[src/rtl/spim_pkg.sv]
package spim_pkg;
  localparam logic [7:0] OFF_SRST = 8'h40;
  localparam logic [7:0] OFF_CTRL = 8'h60;
  localparam logic [7:0] OFF_STAT = 8'h64;
  localparam logic [7:0] OFF_TXD  = 8'h68;
  localparam logic [7:0] OFF_RXD  = 8'h6C;
  localparam logic [7:0] OFF_SSEL = 8'h70;
  localparam logic [31:0] SRST_KEY = 32'h0000000A;

  localparam int CB_LOOP   = 0;
  localparam int CB_EN     = 1;
  localparam int CB_MST    = 2;
  localparam int CB_CPOL   = 3;
  localparam int CB_CPHA   = 4;
  localparam int CB_TXFL   = 5;
  localparam int CB_RXFL   = 6;
  localparam int CB_MANUAL = 7;
  localparam int CB_INH    = 8;
  localparam int CB_LSB    = 9;
  localparam int CTRL_W    = 10;
endpackage

[src/rtl/spim_fifo.sv]
module spim_fifo #(
  parameter int DEPTH = 16,
  parameter int W     = 8
) (
  input  logic                       clk,
  input  logic                       rst_n,
  input  logic                       flush,
  input  logic                       push,
  input  logic [W-1:0]               din,
  input  logic                       pop,
  output logic [W-1:0]               dout,
  output logic                       empty,
  output logic                       full,
  output logic [$clog2(DEPTH):0]     count
);
  localparam int AW = $clog2(DEPTH);

  logic [W-1:0]  mem [DEPTH];
  logic [AW:0]   wptr, rptr;
  logic          do_push, do_pop;

  assign count   = wptr - rptr;
  assign empty   = (wptr == rptr);
  assign full    = (count == (AW+1)'(DEPTH));
  assign do_push = push && !full;
  assign do_pop  = pop && !empty;
  assign dout    = mem[rptr[AW-1:0]];

  always_ff @(posedge clk or negedge rst_n) begin
    if (!rst_n) begin
      wptr <= '0;
      rptr <= '0;
    end else if (flush) begin
      wptr <= '0;
      rptr <= '0;
    end else begin
      if (do_push) wptr <= wptr + 1'b1;
      if (do_pop)  rptr <= rptr + 1'b1;
    end
  end

  always_ff @(posedge clk) begin
    if (do_push && !flush) mem[wptr[AW-1:0]] <= din;
  end
endmodule

[src/rtl/spim_shift.sv]
module spim_shift #(
  parameter int FW = 8
) (
  input  logic          clk,
  input  logic          rst_n,
  input  logic          clr,
  input  logic          go,
  input  logic          cpol,
  input  logic          cpha,
  input  logic          lsb_first,
  input  logic          loopback,
  input  logic          tx_avail,
  input  logic [FW-1:0] tx_byte,
  input  logic          miso,
  output logic          tx_pop,
  output logic          rx_push,
  output logic [FW-1:0] rx_byte,
  output logic          busy,
  output logic          sclk,
  output logic          mosi
);
  localparam int BW = $clog2(FW);
  localparam int CW = BW + 2;
  localparam logic [CW-1:0] LAST = CW'(FW * 4 - 1);

  logic [CW-1:0] cnt;
  logic [FW-1:0] txb, rxb;
  logic [BW-1:0] bi, idx;
  logic          at_last, in_bit;

  assign at_last = busy && (cnt == LAST);
  assign bi      = cnt[CW-1:2];
  assign idx     = lsb_first ? bi : (BW'(FW - 1) - bi);
  assign mosi    = busy ? txb[idx] : 1'b0;
  assign in_bit  = loopback ? mosi : miso;
  assign sclk    = busy ? (cpol ^ (cpha ? ~cnt[1] : cnt[1])) : cpol;
  assign tx_pop  = (!busy || at_last) && go && tx_avail;
  assign rx_push = at_last;
  assign rx_byte = rxb;

  always_ff @(posedge clk or negedge rst_n) begin
    if (!rst_n) begin
      busy <= 1'b0;
      cnt  <= '0;
      txb  <= '0;
      rxb  <= '0;
    end else if (clr) begin
      busy <= 1'b0;
      cnt  <= '0;
    end else begin
      if (tx_pop) begin
        txb  <= tx_byte;
        cnt  <= '0;
        busy <= 1'b1;
      end else if (at_last) begin
        busy <= 1'b0;
      end else if (busy) begin
        cnt <= cnt + 1'b1;
      end
      if (busy && cnt[1:0] == 2'd1) begin
        if (lsb_first) rxb <= {in_bit, rxb[FW-1:1]};
        else           rxb <= {rxb[FW-2:0], in_bit};
      end
    end
  end
endmodule

[src/rtl/spim_ctrl.sv]
module spim_ctrl
  import spim_pkg::*;
#(
  parameter int DEPTH = 16,
  parameter int FW    = 8,
  parameter int NSS   = 4
) (
  input  logic           clk,
  input  logic           rst_n,
  input  logic           bus_wr,
  input  logic           bus_rd,
  input  logic [7:0]     bus_addr,
  input  logic [31:0]    bus_wdata,
  output logic [31:0]    bus_rdata,
  output logic           bus_rvalid,
  output logic           sclk,
  output logic           mosi,
  input  logic           miso,
  output logic [NSS-1:0] ss_n
);
  localparam int CNTW = $clog2(DEPTH) + 1;

  logic [CTRL_W-1:0] ctrl_q;
  logic [NSS-1:0]    ss_q;
  logic              modf_q;
  logic              soft_rst, wr_ctrl, wr_ssel, rd_stat, rd_rxd;
  logic              tx_flush, rx_flush;
  logic              tx_empty, tx_full, rx_empty, rx_full;
  logic [CNTW-1:0]   tx_count, rx_count;
  logic [FW-1:0]     tx_dout, rx_dout, rx_din;
  logic              tx_pop, rx_push, busy, go;
  logic              inhibit, manual;

  assign soft_rst = bus_wr && bus_addr == OFF_SRST && bus_wdata == SRST_KEY;
  assign wr_ctrl  = bus_wr && bus_addr == OFF_CTRL;
  assign wr_ssel  = bus_wr && bus_addr == OFF_SSEL;
  assign rd_stat  = bus_rd && bus_addr == OFF_STAT;
  assign rd_rxd   = bus_rd && bus_addr == OFF_RXD;
  assign tx_flush = soft_rst || (wr_ctrl && bus_wdata[CB_TXFL]);
  assign rx_flush = soft_rst || (wr_ctrl && bus_wdata[CB_RXFL]);
  assign inhibit  = ctrl_q[CB_INH];
  assign manual   = ctrl_q[CB_MANUAL];
  assign go       = ctrl_q[CB_EN] && ctrl_q[CB_MST] && !inhibit;

  always_ff @(posedge clk or negedge rst_n) begin
    if (!rst_n) begin
      ctrl_q <= '0;
      ss_q   <= '1;
      modf_q <= 1'b0;
    end else if (soft_rst) begin
      ctrl_q <= '0;
      ss_q   <= '1;
      modf_q <= 1'b0;
    end else begin
      if (wr_ctrl) begin
        ctrl_q           <= bus_wdata[CTRL_W-1:0];
        ctrl_q[CB_TXFL]  <= 1'b0;
        ctrl_q[CB_RXFL]  <= 1'b0;
      end
      if (wr_ssel) ss_q <= bus_wdata[NSS-1:0];
      if (wr_ssel && $countones(~bus_wdata[NSS-1:0]) > 1) modf_q <= 1'b1;
      else if (rd_stat) modf_q <= 1'b0;
    end
  end

  spim_fifo #(.DEPTH(DEPTH), .W(FW)) u_txq (
    .clk(clk), .rst_n(rst_n), .flush(tx_flush),
    .push(bus_wr && bus_addr == OFF_TXD), .din(bus_wdata[FW-1:0]),
    .pop(tx_pop), .dout(tx_dout),
    .empty(tx_empty), .full(tx_full), .count(tx_count)
  );

  spim_fifo #(.DEPTH(DEPTH), .W(FW)) u_rxq (
    .clk(clk), .rst_n(rst_n), .flush(rx_flush),
    .push(rx_push), .din(rx_din),
    .pop(rd_rxd), .dout(rx_dout),
    .empty(rx_empty), .full(rx_full), .count(rx_count)
  );

  spim_shift #(.FW(FW)) u_eng (
    .clk(clk), .rst_n(rst_n), .clr(soft_rst), .go(go),
    .cpol(ctrl_q[CB_CPOL]), .cpha(ctrl_q[CB_CPHA]),
    .lsb_first(ctrl_q[CB_LSB]), .loopback(ctrl_q[CB_LOOP]),
    .tx_avail(!tx_empty), .tx_byte(tx_dout), .miso(miso),
    .tx_pop(tx_pop), .rx_push(rx_push), .rx_byte(rx_din),
    .busy(busy), .sclk(sclk), .mosi(mosi)
  );

  assign ss_n = (manual || busy) ? ss_q : '1;

  always_ff @(posedge clk or negedge rst_n) begin
    if (!rst_n) begin
      bus_rdata  <= '0;
      bus_rvalid <= 1'b0;
    end else begin
      bus_rvalid <= bus_rd;
      if (bus_rd) begin
        unique case (bus_addr)
          OFF_CTRL: bus_rdata <= {{(32-CTRL_W){1'b0}}, ctrl_q};
          OFF_STAT: bus_rdata <= {26'd0, 1'b1, modf_q, tx_full,
                                  tx_empty && !busy, rx_full, rx_empty};
          OFF_RXD:  bus_rdata <= rx_empty ? 32'd0 : {{(32-FW){1'b0}}, rx_dout};
          OFF_SSEL: bus_rdata <= {{(32-NSS){1'b1}}, ss_q};
          default:  bus_rdata <= 32'd0;
        endcase
      end
    end
  end
endmodule

[config.mk]
export PLATFORM = sky130hd
export DESIGN_NAME = spim_ctrl
export DESIGN_NICKNAME = d
export VERILOG_FILES = /design/src/rtl/spim_pkg.sv /design/src/rtl/spim_fifo.sv /design/src/rtl/spim_shift.sv /design/src/rtl/spim_ctrl.sv
export SDC_FILE = /design/constraint.sdc
export NUM_CORES = 1
export LEC_CHECK = 0
export BUFFER_PORTS_ARGS = -buffer_cell sky130_fd_sc_hd__buf_2
export CORE_MARGIN = 5
export CORE_UTILIZATION = 50
export DETAILED_ROUTE_END_ITERATION = 10
export PLACE_DENSITY_LB_ADDON = 0.1
export SLEW_MARGIN = 5
export SYNTH_ARGS = -nofsm -noshare
export SYNTH_HDL_FRONTEND = slang
export SYNTH_HIERARCHICAL = 1
export SYNTH_SLANG_ARGS = --single-unit
export TNS_END_PERCENT = 50
[constraint.sdc]
create_clock -name clk -period 3.8 [get_ports clk]
set_clock_uncertainty 0.05 [all_clocks]
set_input_delay 0.76 -clock clk [delete_from_list [all_inputs] [get_ports clk]]
set_output_delay 0.76 -clock clk [all_outputs]
set_load 0.1 [all_outputs]
Word-level counts from Yosys, hierarchy flattened
Memory sizes are Yosys's and may differ from the RTL's. A register that Yosys moved wholly into a read port is not among the register bits.
Cells that the tools add are included.

operators by class
  add/subtract/negate cells = 11
  magnitude comparators = 2
  equal/unequal tests = 14
  muxes and demuxes = 37
  bitwise logic cells = 4
  reduce and logical (&&, ||, !) cells = 48

operators by type and width
  operator               number
  $pmux W32 S4           1
  $mux W5                12
  $eq A8 B7 Y1 const B   6
  $eq A32 B4 Y1 const B  1
  $add A5 B1 Y5 const B  5
  $logic_and A1 B1 Y1    23
  $mux W10               2
  $mux W8                2
  $eq A5 B5 Y1 const B   3
  $mux W1                15
  $mux W4                3
  $reduce_bool A2 Y1     6
  $eq A5 B5 Y1           2
  $sub A5 B5 Y5          2
  $logic_not A1 Y1       9
  $reduce_bool A3 Y1     3
  $reduce_and A2 Y1      3
  $add A1 B1 Y2          2
  $logic_or A1 B1 Y1     4
  $lt A3 B4 Y1 const B   1
  $not A4 Y4             1
  $add A2 B2 Y3          1
  $bmux W1 S3            1
  $gt A3 B1 Y1 const B   1
  other kinds (6)        7

word-level totals
  bits in registers = 82
  memory bits (writable) = 256
  input port bits = 45
  output and inout bits = 39
  logic and storage cells = 130
  memories = 2

memories
  memory     words  width  read ports  clocked after memory_dff  wr ports  line             source
  u_rxq.mem  16     8      1           0                         1         spim_fifo.sv:18  logic [W-1:0] mem [DEPTH];
  u_txq.mem  16     8      1           1                         1         spim_fifo.sv:18

Logic depth before layout (Yosys ltp)
Gate-level depths: netlist of the first run.

  depth after elaboration = 8
  depth in mapped cells = 13
  gate-level depth less buffers = 12

By module
Netlist of the first run, hierarchy kept.

by module, submodules not included
  module              times used  cells an instance  area an instance (um2)  seq. area each (um2)
  spim_fifo at u_txq  1           285                5691.7                  4093.9
  spim_fifo at u_rxq  1           284                5684.2                  4093.9
  spim_ctrl           1           177                1645.3                  630.6
  spim_shift          1           129                1293.7                  550.5

Least setup slack after synthesis of the first run
OpenSTA, ideal clock, no wires.

  kind = register -> register
  start point = register u_txq.rptr[1]
  end point = memory u_txq.mem[9][0] (enable)
  library setup time = 398 ps
  arrival time = 3075 ps
  required time = 3352 ps
  slack = 278 ps
  stages on the path, launching flop included = 10
  path buffers = 2
  clock period less this slack = 3522 ps
  path through = dfrtp_1 > clkbuf_1 > clkbuf_1 > inv_1 > ha_1 > nand3b_1 > and3b_4 > o2111ai_4 > nand3_2 > nor4b_1

between the ends
  longest elaborated chain between the ends = 7

RTL lines
  what                           line             source
  start: declaration             spim_fifo.sv:19  logic [AW:0] wptr, rptr;
  start signal: assignment       spim_fifo.sv:38  if (do_pop) rptr <= rptr + 1'b1;
  $sub A5 B5 Y5                  spim_fifo.sv:22  assign count = wptr - rptr;
  $eq A5 B5 Y1                   spim_fifo.sv:24  assign full = (count == (AW+1)'(DEPTH));
  $logic_not A1 Y1               spim_fifo.sv:25  assign do_push = push && !full;
  $logic_and A1 B1 Y1            spim_fifo.sv:25
  $logic_and A1 B1 Y1            spim_fifo.sv:43  if (do_push && !flush) mem[wptr[AW-1:0]] <= din;
  $mux W1                        spim_fifo.sv:43
  $mux W1 (implied by the code)  spim_fifo.sv:43
  end: declaration               spim_fifo.sv:18

No other way between the ends.

Worst setup path in the final report of the first run
  start point = register u_rxq.wptr[0]
  end point = memory u_rxq.mem[10][3] (enable)

between the ends
  longest elaborated chain between the ends = 7

RTL lines
  what                           line             source
  start: declaration             spim_fifo.sv:19
  start signal: assignment       spim_fifo.sv:37  if (do_push) wptr <= wptr + 1'b1;
  $sub A5 B5 Y5                  spim_fifo.sv:22
  $eq A5 B5 Y1                   spim_fifo.sv:24
  $logic_not A1 Y1               spim_fifo.sv:25
  $logic_and A1 B1 Y1            spim_fifo.sv:25
  $logic_and A1 B1 Y1            spim_fifo.sv:43
  $mux W1                        spim_fifo.sv:43
  $mux W1 (implied by the code)  spim_fifo.sv:43
  end: declaration               spim_fifo.sv:18

Several ways; a longest one is shown, not always the timed one.

==> results of run 1 <==
[report_power, final]
part | internal, W | switching, W
Combinational | 0.000300 | 0.000452
Sequential | 0.00384 | 0.0000453
Clock | 0.00196 | 0.00135
Total | 0.00610 | 0.00185
[worst max path at each step]
stage / startpoint / endpoint / slack [ns] / cells after the start
after floorplan: u_txq/rptr[1] / u_txq/mem[9][0] / 0.28 / 9
after global placement: bus_wdata[4] / u_rxq/mem[10][6] / 0.04 / 7
after detailed placement: bus_wdata[4] / u_rxq/mem[10][6] / -0.07 / 7
after CTS: u_rxq/wptr[0] / u_rxq/mem[9][1] / 0.23 / 9
after global routing: u_rxq/wptr[0] / u_rxq/mem[12][0] / 0.03 / 9
final: u_rxq/wptr[0] / u_rxq/mem[10][3] / 0.25 / 9
[final cells by class]
| type | instances | area (sq um) |
|---|---|---|
| inverters | 36 | 138 |
| fillers | 2203 | 12300 |
| well taps | 384 | 480 |
| multi-input cells | 451 | 4410 |
| clock buffers | 45 | 935 |
| flip-flops and latches | 323 | 9370 |
| clock inverters | 15 | 193 |
| repair buffers | 114 | 648 |
[metal layers]
metal | global-route usage (%) | up-vias
met1 | 31.7 | 4180
met4 | 4.48 | 0
met2 | 33.5 | 287
met3 | 4.56 | 37
li1 | - | 3562
met5 | 0 | -
[flip-flops by register name (all words and copies together), names as in the netlist]
signal         cells
u_rxq/rptr         5
ctrl_q             8
u_txq/mem        128
bus_rdata         11
u_rxq/wptr         5
u_eng/txb          8
u_eng/rx_byte      8
u_rxq/mem        128
u_eng/cnt          5
u_eng/busy         1
ss_q               4
bus_rvalid         1
u_txq/wptr         5
modf_q             1
u_txq/rptr         5
[critical path: cells and delay by family (launching register included)]
family	cells	cell delay (ns)
adders and majority gates	2	0.60
DFF	1	0.41
AOI/OAI and AO/OA	1	0.18
buffers and inverters	2	0.23
and+or+nand+nor	4	1.67
[through the flow]
stage                     total power, W  setup TNS (ns)  hold slack, ns
after global placement           0.00469               0           0.453
after CTS                        0.00802               0           0.436
after detailed placement         0.00471           -1.45           0.458
after floorplan                  0.00447               0           0.414
final                            0.00795               0           0.403
after global routing             0.00823               0           0.478
[cells in the final DEF, fill, tap and decap left out, types with 6 or more instances in the layout]
master,n
a31oi_1,6
inv_1,30
nand2_1,33
mux4_2,80
nand2b_1,13
buf_4,31
ha_1,22
nor4_1,11
a21oi_1,31
xor2_1,7
buf_2,83
mux2i_1,22
o21ai_0,18
xnor2_1,8
nor2_1,45
nand3_1,20
mux2_2,7
a21o_1,6
nand4_1,10
edfxtp_1,256
clkbuf_16,36
clkbuf_1,9
or3_1,6
dfrtp_1,61
nor3_1,24
==> results_dict.tcl, run 1 <==
set metrics [dict create \
    status "finished, final reports clean" \
    layout.cells.non_filler 1368 \
    grt_pass1_wl_mm 50.9 \
    slew_viol_final 0 \
    io_pins 84 \
    wl_met3_mm 2.64 \
    antenna_cells 0 \
    hpwl_mm 23.6 \
    cts_root_buffer "clkbuf_16" \
    rsz0062_at_grt "no" \
    vias 8066 \
    first_global_vias 8196 \
    cp_cell_sequence "inv_1 -> ha_1 -> inv_1 -> fa_1 -> nand3_1 -> nand3_1 -> o2111ai_4 -> nand2_2 -> nor3_1" \
    post_cts_resized 0 \
    via_per_inst 5.90 \
    clkLatencyLatePin_ns 0.52 \
    critPathSlowestCell "nor3_1" \
    synthesis.area_sq_um 14300 \
    timing.rr.start "u_rxq/wptr[0]" \
    critPathKind "reg2reg" \
    die_area_sq_um 32100 \
    fin_crit_sh_pct 93.4 \
    fin_crit_ns 3.55 \
    die_x_microns 179 \
    overflow 0 \
    drt-total-wl_mm 33.8 \
    critPathLaunchType "flip-flop" \
    p_per_area_nw_per_um2 491 \
    cts.sinks 323 \
    worstMarginPinSlew_ns 1.26 \
    crit_path_end_kind "flip-flop" \
    worst_path_largest_cell_delay_ns 1.08 \
    drtAntennaViolNets 0 \
    dieHeight_microns 179 \
    place_inst 1308 \
    cts_tree "built" \
    wl_met1_mm 14.7 \
    yosysWarnings 6 \
    irDropWorstVdd_uv 360 \
    timing.rr.end "u_rxq/mem[10][3]" \
    cts_buffer_depth 3 \
    cp.required_ns 3.88 \
    placed_area_sq_um 15000 \
    reg2reg_slack_ns 0.25 \
    drc 0 \
    routed-wl-met2_mm 15.9 \
    num_rows 62 \
    dp_slack_ns -0.0662 \
    setup_violations 0 \
    wl_per_cell_microns 24.7 \
    coreArea_sq_um 28500 \
    finalNetCount 1031 \
    finalHoldViolations 0 \
    portBuffers 83 \
    syn-num-nets 941 \
    cts.clk_slew.worst_paths_ns 0.06 \
    antenna_found_initial 0 \
    drt_iter0_drc 718 \
    gp_congestion 0.842 \
    cts_hold_buf 0 \
    min-delay-path-class "in2async" \
    worstRegToRegCells 9 \
    numCtsBuffers 35 \
    cap_violations 0 \
    firstDrtPassIters 7 \
    path_max_fanout 16 \
    timing.fmax_mhz 282 \
    track_usage_pct 21.5 \
    routed.top_layer "met4" \
    ctsHtreeMaxLevel 2 \
    synthToLayoutAreaGrowth_pct 13.2 \
    p_leak_nw 5.79 \
    post_cts_buffers 0 \
    fin_area_sq_um 16200 \
    worst_ep_arrival_time_ns 3.63 \
    fin_util_pct 56.8 \
    synthCells 871 \
    avgSynthCellArea_sq_um 16.4 \
    start_util_pct 50.2 \
    drive_gt1_share_pct 29.4 \
    fin_ws_ns 0.253 \
    maxSlewHeadroom_pct 15.6 \
    grt_start_max_net_pins 68 \
]
Note: power is estimated with default switching activity, not from simulation.
==> inputs of run 2 (changes only) <==
clock period = 4.55 ns   (was 3.8 ns; I/O delays follow)
==> run 2 against run 1 <==
Against the previous run:
- register-to-register slack better by 0.75 ns
- combinational power is 19% lower
- clock power down 17%
==> results_dict.tcl, run 2 (same netlist as run 1, synthesis figures left out) <==
set metrics [dict create \
    status "finished, final reports clean" \
    coreArea_sq_um 28500 \
    firstDrtPassIters 5 \
    fin_crit_sh_pct 85.4 \
    grt_pass1_wl_mm 50.8 \
    p_leak_nw 5.79 \
    cap_violations 0 \
    layout.cells.non_filler 1372 \
    timing.rr.start "u_rxq/rptr[2]" \
    cp_cell_sequence "nor2b_4 -> a32oi_2 -> a221oi_2 -> a211oi_2 -> and3_1 -> buf_2" \
    cts.clk_slew.worst_paths_ns 0.06 \
    antenna_cells 0 \
    first_global_vias 8194 \
    drt_iter0_drc 643 \
    fillers 2192 \
    cts_tree "built" \
    cts_root_buffer "clkbuf_16" \
    num_rows 62 \
    vias 8148 \
    critPathKind "reg2out" \
    finalNetCount 1031 \
    hold_depth 2 \
    hp-start "bus_rdata[9]" \
    timing.rr.end "u_rxq/mem[10][6]" \
    dieHeight_microns 179 \
    drive_gt1_share_pct 29.4 \
    slew_viol_final 0 \
    ctsHtreeMaxLevel 2 \
    reg2reg_slack_ns 1.00 \
    gp_congestion 0.823 \
    cp.required_ns 3.59 \
    maxSlewHeadroom_pct 22.4 \
    hpwl_mm 23.2 \
    crit_path_end_kind "output pin" \
    track_usage_pct 21.4 \
    cts_buffer_depth 3 \
    overflow 0 \
    via_per_inst 5.94 \
    setup_violations 0 \
    post_cts_resized 0 \
    worstMarginPinSlew_ns 1.15 \
    clkLatencyLatePin_ns 0.53 \
    die_x_microns 179 \
    worstRegToRegCells 7 \
    critPathLaunchType "flip-flop" \
    post_cts_buffers 0 \
    antenna_found_initial 2 \
    timing.fmax_mhz 257 \
    layout_commonest_cell "edfxtp_1" \
    holdPathEnd "bus_rdata[9]" \
    irDropWorstVdd_uv 297 \
    crit_family "flip-flops" \
    drtAntennaViolNets 0 \
    critPathSlowestCell "dfrtp_1" \
    cts_hold_buf 0 \
    dp_slack_ns 0.551 \
    p_per_area_nw_per_um2 410 \
    rsz0062_at_grt "no" \
    path_max_fanout 22 \
    drc 0 \
    finalHoldViolations 0 \
    portBuffers 83 \
    drt-total-wl_mm 34.0 \
    worst_path_largest_cell_delay_ns 1.01 \
    cts.sinks 323 \
    min-delay-path-class "reg2reg" \
    grt_start_max_net_pins 37 \
    finalPower_w 0.00662 \
    fin_crit_ns 3.88 \
    whs_ns 0.454 \
    wl_per_cell_microns 24.8 \
    worst_ep_arrival_time_ns 2.92 \
    fin_ws_ns 0.666 \
    setup_tns_ns 0 \
    io_pins 84 \
    die_area_sq_um 32100 \
    place_inst 1307 \
    synthToLayoutAreaGrowth_pct 13.1 \
    crit_buf_inv 1 \
    start_util_pct 50.2 \
    final_cell_mix "256 x edfxtp_1, 83 x buf_2, 80 x mux4_2" \
    numCtsBuffers 36 \
]
-- run 2: worst max-delay path by stage --
stage	startpoint	to	slack, ns	depth (start not counted)
2_1_floorplan	u_txq/rptr[1]	u_txq/mem[9][0]	1.03	9
3_3_place_gp	bus_wdata[0]	u_rxq/mem[1][3]	0.70	9
3_5_place_dp	bus_wdata[0]	u_rxq/mem[1][3]	0.55	9
4_1_cts	ctrl_q[9]	mosi	0.65	6
5_1_grt	ctrl_q[9]	mosi	0.50	6
6_report	ctrl_q[9]	mosi	0.67	6
-- run 2: layer usage --
metal	vias up	global-route usage, %	share of wire, %
met2	272	33.0	47
met4	0	5.53	1.9
met5	-	0	0
met3	47	3.50	6.5
li1	3569	-	-
met1	4260	32.3	45
-- run 2: worst register-to-register path: stages, from the launching register on --
cell,delay [ns]
dfrtp_1,0.63
inv_1,0.16
ha_1,0.38
a21oi_1,0.21
a21boi_1,0.13
o2111ai_4,0.33
nand2_2,0.29
nor3_1,1.01
-- run 2: through the flow --
| step | cell area (sq um) | util (%) |
|---|---|---|
| floorplan | 14300 | - |
| global placement | 15000 | 52.8 |
| detailed placement | 15000 | 52.8 |
| CTS | 16200 | 56.7 |
| global route | 16200 | 56.8 |
| finish | 16200 | 56.8 |
-- run 2: layout make-up --
class | instances | area [sq um] | share of cell area, %
Clock inverter | 19 | 146 | 0.906
Multi-Input combinational cell | 451 | 4410 | 27.3
Tap cell | 384 | 480 | 2.97
Clock buffer | 46 | 970 | 6.00
Sequential cell | 323 | 9370 | 58.0
Inverter | 36 | 138 | 0.852
Timing Repair Buffer | 113 | 641 | 3.96
-- run 2: where the power goes --
part           leakage (nW)  switching, W  total [W]  internal (W)
combinational          2.15      0.000366   0.000612      0.000246
sequential             3.09     0.0000506    0.00326       0.00321
clock                 0.548       0.00113    0.00275       0.00162
total                  5.79       0.00155    0.00662       0.00507
==> inputs of run 3 (changes only) <==
SYNTH_HIERARCHICAL = unset   (was 1)
==> run 3 against run 2 <==
Against the previous run:
- cell count shrank 1.1%
- die area down 0.97%
- critical path depth shrank 1
- sequential power increased by 2%
- non-clock buffer count shrank 4
- critical endpoint unchanged
- largest power group unchanged
- highest routed layer unchanged
==> results_dict.tcl, run 3 <==
set metrics [dict create \
    grtUsageMet1_pct 32.9 \
    cp_cell_sequence "and3_1 -> o21ai_0 -> nand4_1 -> and3_1 -> buf_2" \
    crit_path_end_kind "output pin" \
    synth_seq_cells 323 \
    avgSynthCellArea_sq_um 16.4 \
    setup_violations 0 \
    place_inst 1291 \
    synthToLayoutAreaGrowth_pct 13.8 \
    async_reset_ff_share_pct 20.7 \
    drtAntennaViolNets 0 \
    p_comb_share_pct 7.5 \
    fin_crit_ns 3.50 \
    vias 8203 \
    die_area_sq_um 31800 \
    die_x_microns 178 \
    path_max_fanout 22 \
    p_sw_share_pct 23.1 \
    portBuffers 83 \
    worst_path_largest_cell_delay_ns 0.89 \
    dieHeight_microns 178 \
    finalNetCount 1019 \
    yosysTopAreaCell "edfxtp_1" \
    seq_area_frac_synth_pct 66.2 \
    grt_start_max_net_pins 42 \
    firstDrtPassIters 5 \
    ctsHtreeMaxLevel 2 \
    fin_ws_ns 1.05 \
    cts_buffer_depth 3 \
    overflow 0 \
    status "finished, final reports clean" \
    synth.top_cell.area_share_pct 54.3 \
    fin_util_pct 57.8 \
    clkLatencyLatePin_ns 0.52 \
    gr-max-usage-layer "met2" \
    antenna_cells 0 \
    gr-usage-met2_pct 33.5 \
    layout_commonest_cell "edfxtp_1" \
    cap_violations 0 \
    cts.clk_slew.worst_paths_ns 0.06 \
    min-delay-path-class "reg2reg" \
    clock_power_share_pct 43.5 \
    cts.sinks 323 \
    synth.most_common_cell "edfxtp_1" \
    finalHoldViolations 0 \
    synthCells 864 \
    grt_pass1_wl_mm 52.0 \
    synthFlopType "edfxtp_1" \
    synth-edff-count 256 \
    setup_tns_ns 0 \
    io_pins 84 \
    syn-num-nets 932 \
    wl_per_cell_microns 25.8 \
    layout.cells.non_filler 1357 \
    num_rows 61 \
    cts_hold_buf 0 \
    drive_gt1_share_pct 29.0 \
    hpwl_mm 23.8 \
    first_global_vias 8175 \
    intPower_w 0.00523 \
    yosys-top-cells-count "256 x edfxtp_1, 77 x mux4_2, 63 x dfrtp_1" \
    irDropWorstVdd_uv 296 \
    ys_top_cells_by_area "edfxtp_1 54%, mux4_2 12%, dfrtp_1 11%" \
    via_per_inst 6.04 \
    cp_common_cell "and3_1" \
    timing.fmax_mhz 286 \
    final_cell_mix "256 x edfxtp_1, 83 x buf_2, 77 x mux4_2" \
    gp_congestion 0.880 \
    fin_crit_sh_pct 76.8 \
    antenna_found_initial 0 \
    rsz0062_at_grt "no" \
    yosysWarnings 0 \
    critPathLaunchType "flip-flop" \
    worstMarginPinSlew_ns 1.07 \
    synth_cell_types 70 \
    whs_ns 0.447 \
    post_cts_resized 0 \
    drt_iter0_drc 823 \
    slew_viol_final 0 \
    power.net_switching_w 0.00157 \
    track_usage_pct 22.3 \
    drc 0 \
    p_leak_nw 5.79 \
    critPathSlowestCell "dfrtp_1" \
    start_util_pct 50.8 \
    post_cts_buffers 0 \
    worst_ep_arrival_time_ns 2.54 \
    p_per_area_nw_per_um2 423 \
    cts_root_buffer "clkbuf_16" \
    synthesis.area_sq_um 14100 \
    grt_use_met3_pct 5.96 \
    critPathKind "reg2out" \
    pwr-share-seq_pct 49.0 \
    coreArea_sq_um 27900 \
    numCtsBuffers 36 \
    cts_tree "built" \
    dp_slack_ns 0.688 \
    maxSlewHeadroom_pct 28.2 \
    cp.required_ns 3.59 \
    drt-total-wl_mm 35.0 \
]
## run 3: changes by cell type in the layout (fill, tap and decap cells not counted), sizes merged, moves of 6 or more
cell,delta
a21o,-7
a21oi,-11
and3,+17
clkbuf,-6
inv,-9
mux2i,-6
nand2,+14
nand2b,-7
nand3,+6
nor2,-9
nor3,-6
o211ai,+6
## run 3: final timing paths
check / from / end / slack (ns) / cells past startpoint
min reg2reg: bus_rdata[6] / bus_rdata[6] / 0.45 / 2
min in group asynchronous: rst_n / u_eng.txb[1] / 0.49 / 1
max: ctrl_q[9] / mosi / 1.05 / 5
max in group asynchronous: rst_n / ss_q[0] / 2.99 / 2
max reg2reg: u_rxq.wptr[2] / u_rxq.mem[10][4] / 1.19 / 7
min: bus_rdata[6] / bus_rdata[6] / 0.45 / 2
## run 3: cells by family (layout without fill, tap and decap cells)
family                     after synthesis  count (layout)  synth area share [%]
DFF                                    323             323                  66.2
buffers and inverters                   89             204                  3.19
AOI/OAI and AO/OA                       82              82                  3.98
and+or+nand+nor                        226             226                  9.03
xor gates and xnor gates                19              19                  1.38
muxes                                  102             102                  14.1
adders and majority gates               23              23                  2.09
## run 3: critical path: cells and delay by family, from the launching register on
kind,cells,cell delay [ns]
flops,1,0.89
simple gates,3,0.61
buf+inv,1,0.42
compound gates,1,0.09
## run 3: final cells by class
type / count / area [sq um]
fillers: 2119 / 11800
well taps: 378 / 473
multi-input cells: 452 / 4330
clock inverters: 26 / 269
inverters: 29 / 109
repair buffers: 109 / 611
clock buffers: 40 / 947
flip-flops and latches: 323 / 9370
## run 3: stage by stage
step | instance area, sq um | total power, W
global route | 16100 | 0.00703
global placement | 14900 | 0.00389
floorplan | 14100 | 0.00369
CTS | 16100 | 0.00685
detailed placement | 14900 | 0.00391
finish | 16100 | 0.00681
## run 3: layer usage
| metal | vias to the layer above | part of all wire (%) |
|---|---|---|
| met2 | 438 | 44 |
| met5 | - | 0 |
| met1 | 4154 | 43 |
| li1 | 3550 | - |
| met3 | 61 | 11 |
| met4 | 0 | 2.3 |
## run 3: power by group through the flow
stage                     clock, W  sequential, W  combinational (W)
after CTS                  0.00300        0.00334           0.000513
after detailed placement         0        0.00340           0.000509
final                      0.00296        0.00334           0.000509
after global placement           0        0.00339           0.000495
after floorplan                  0        0.00336           0.000330
after global routing       0.00314        0.00334           0.000549
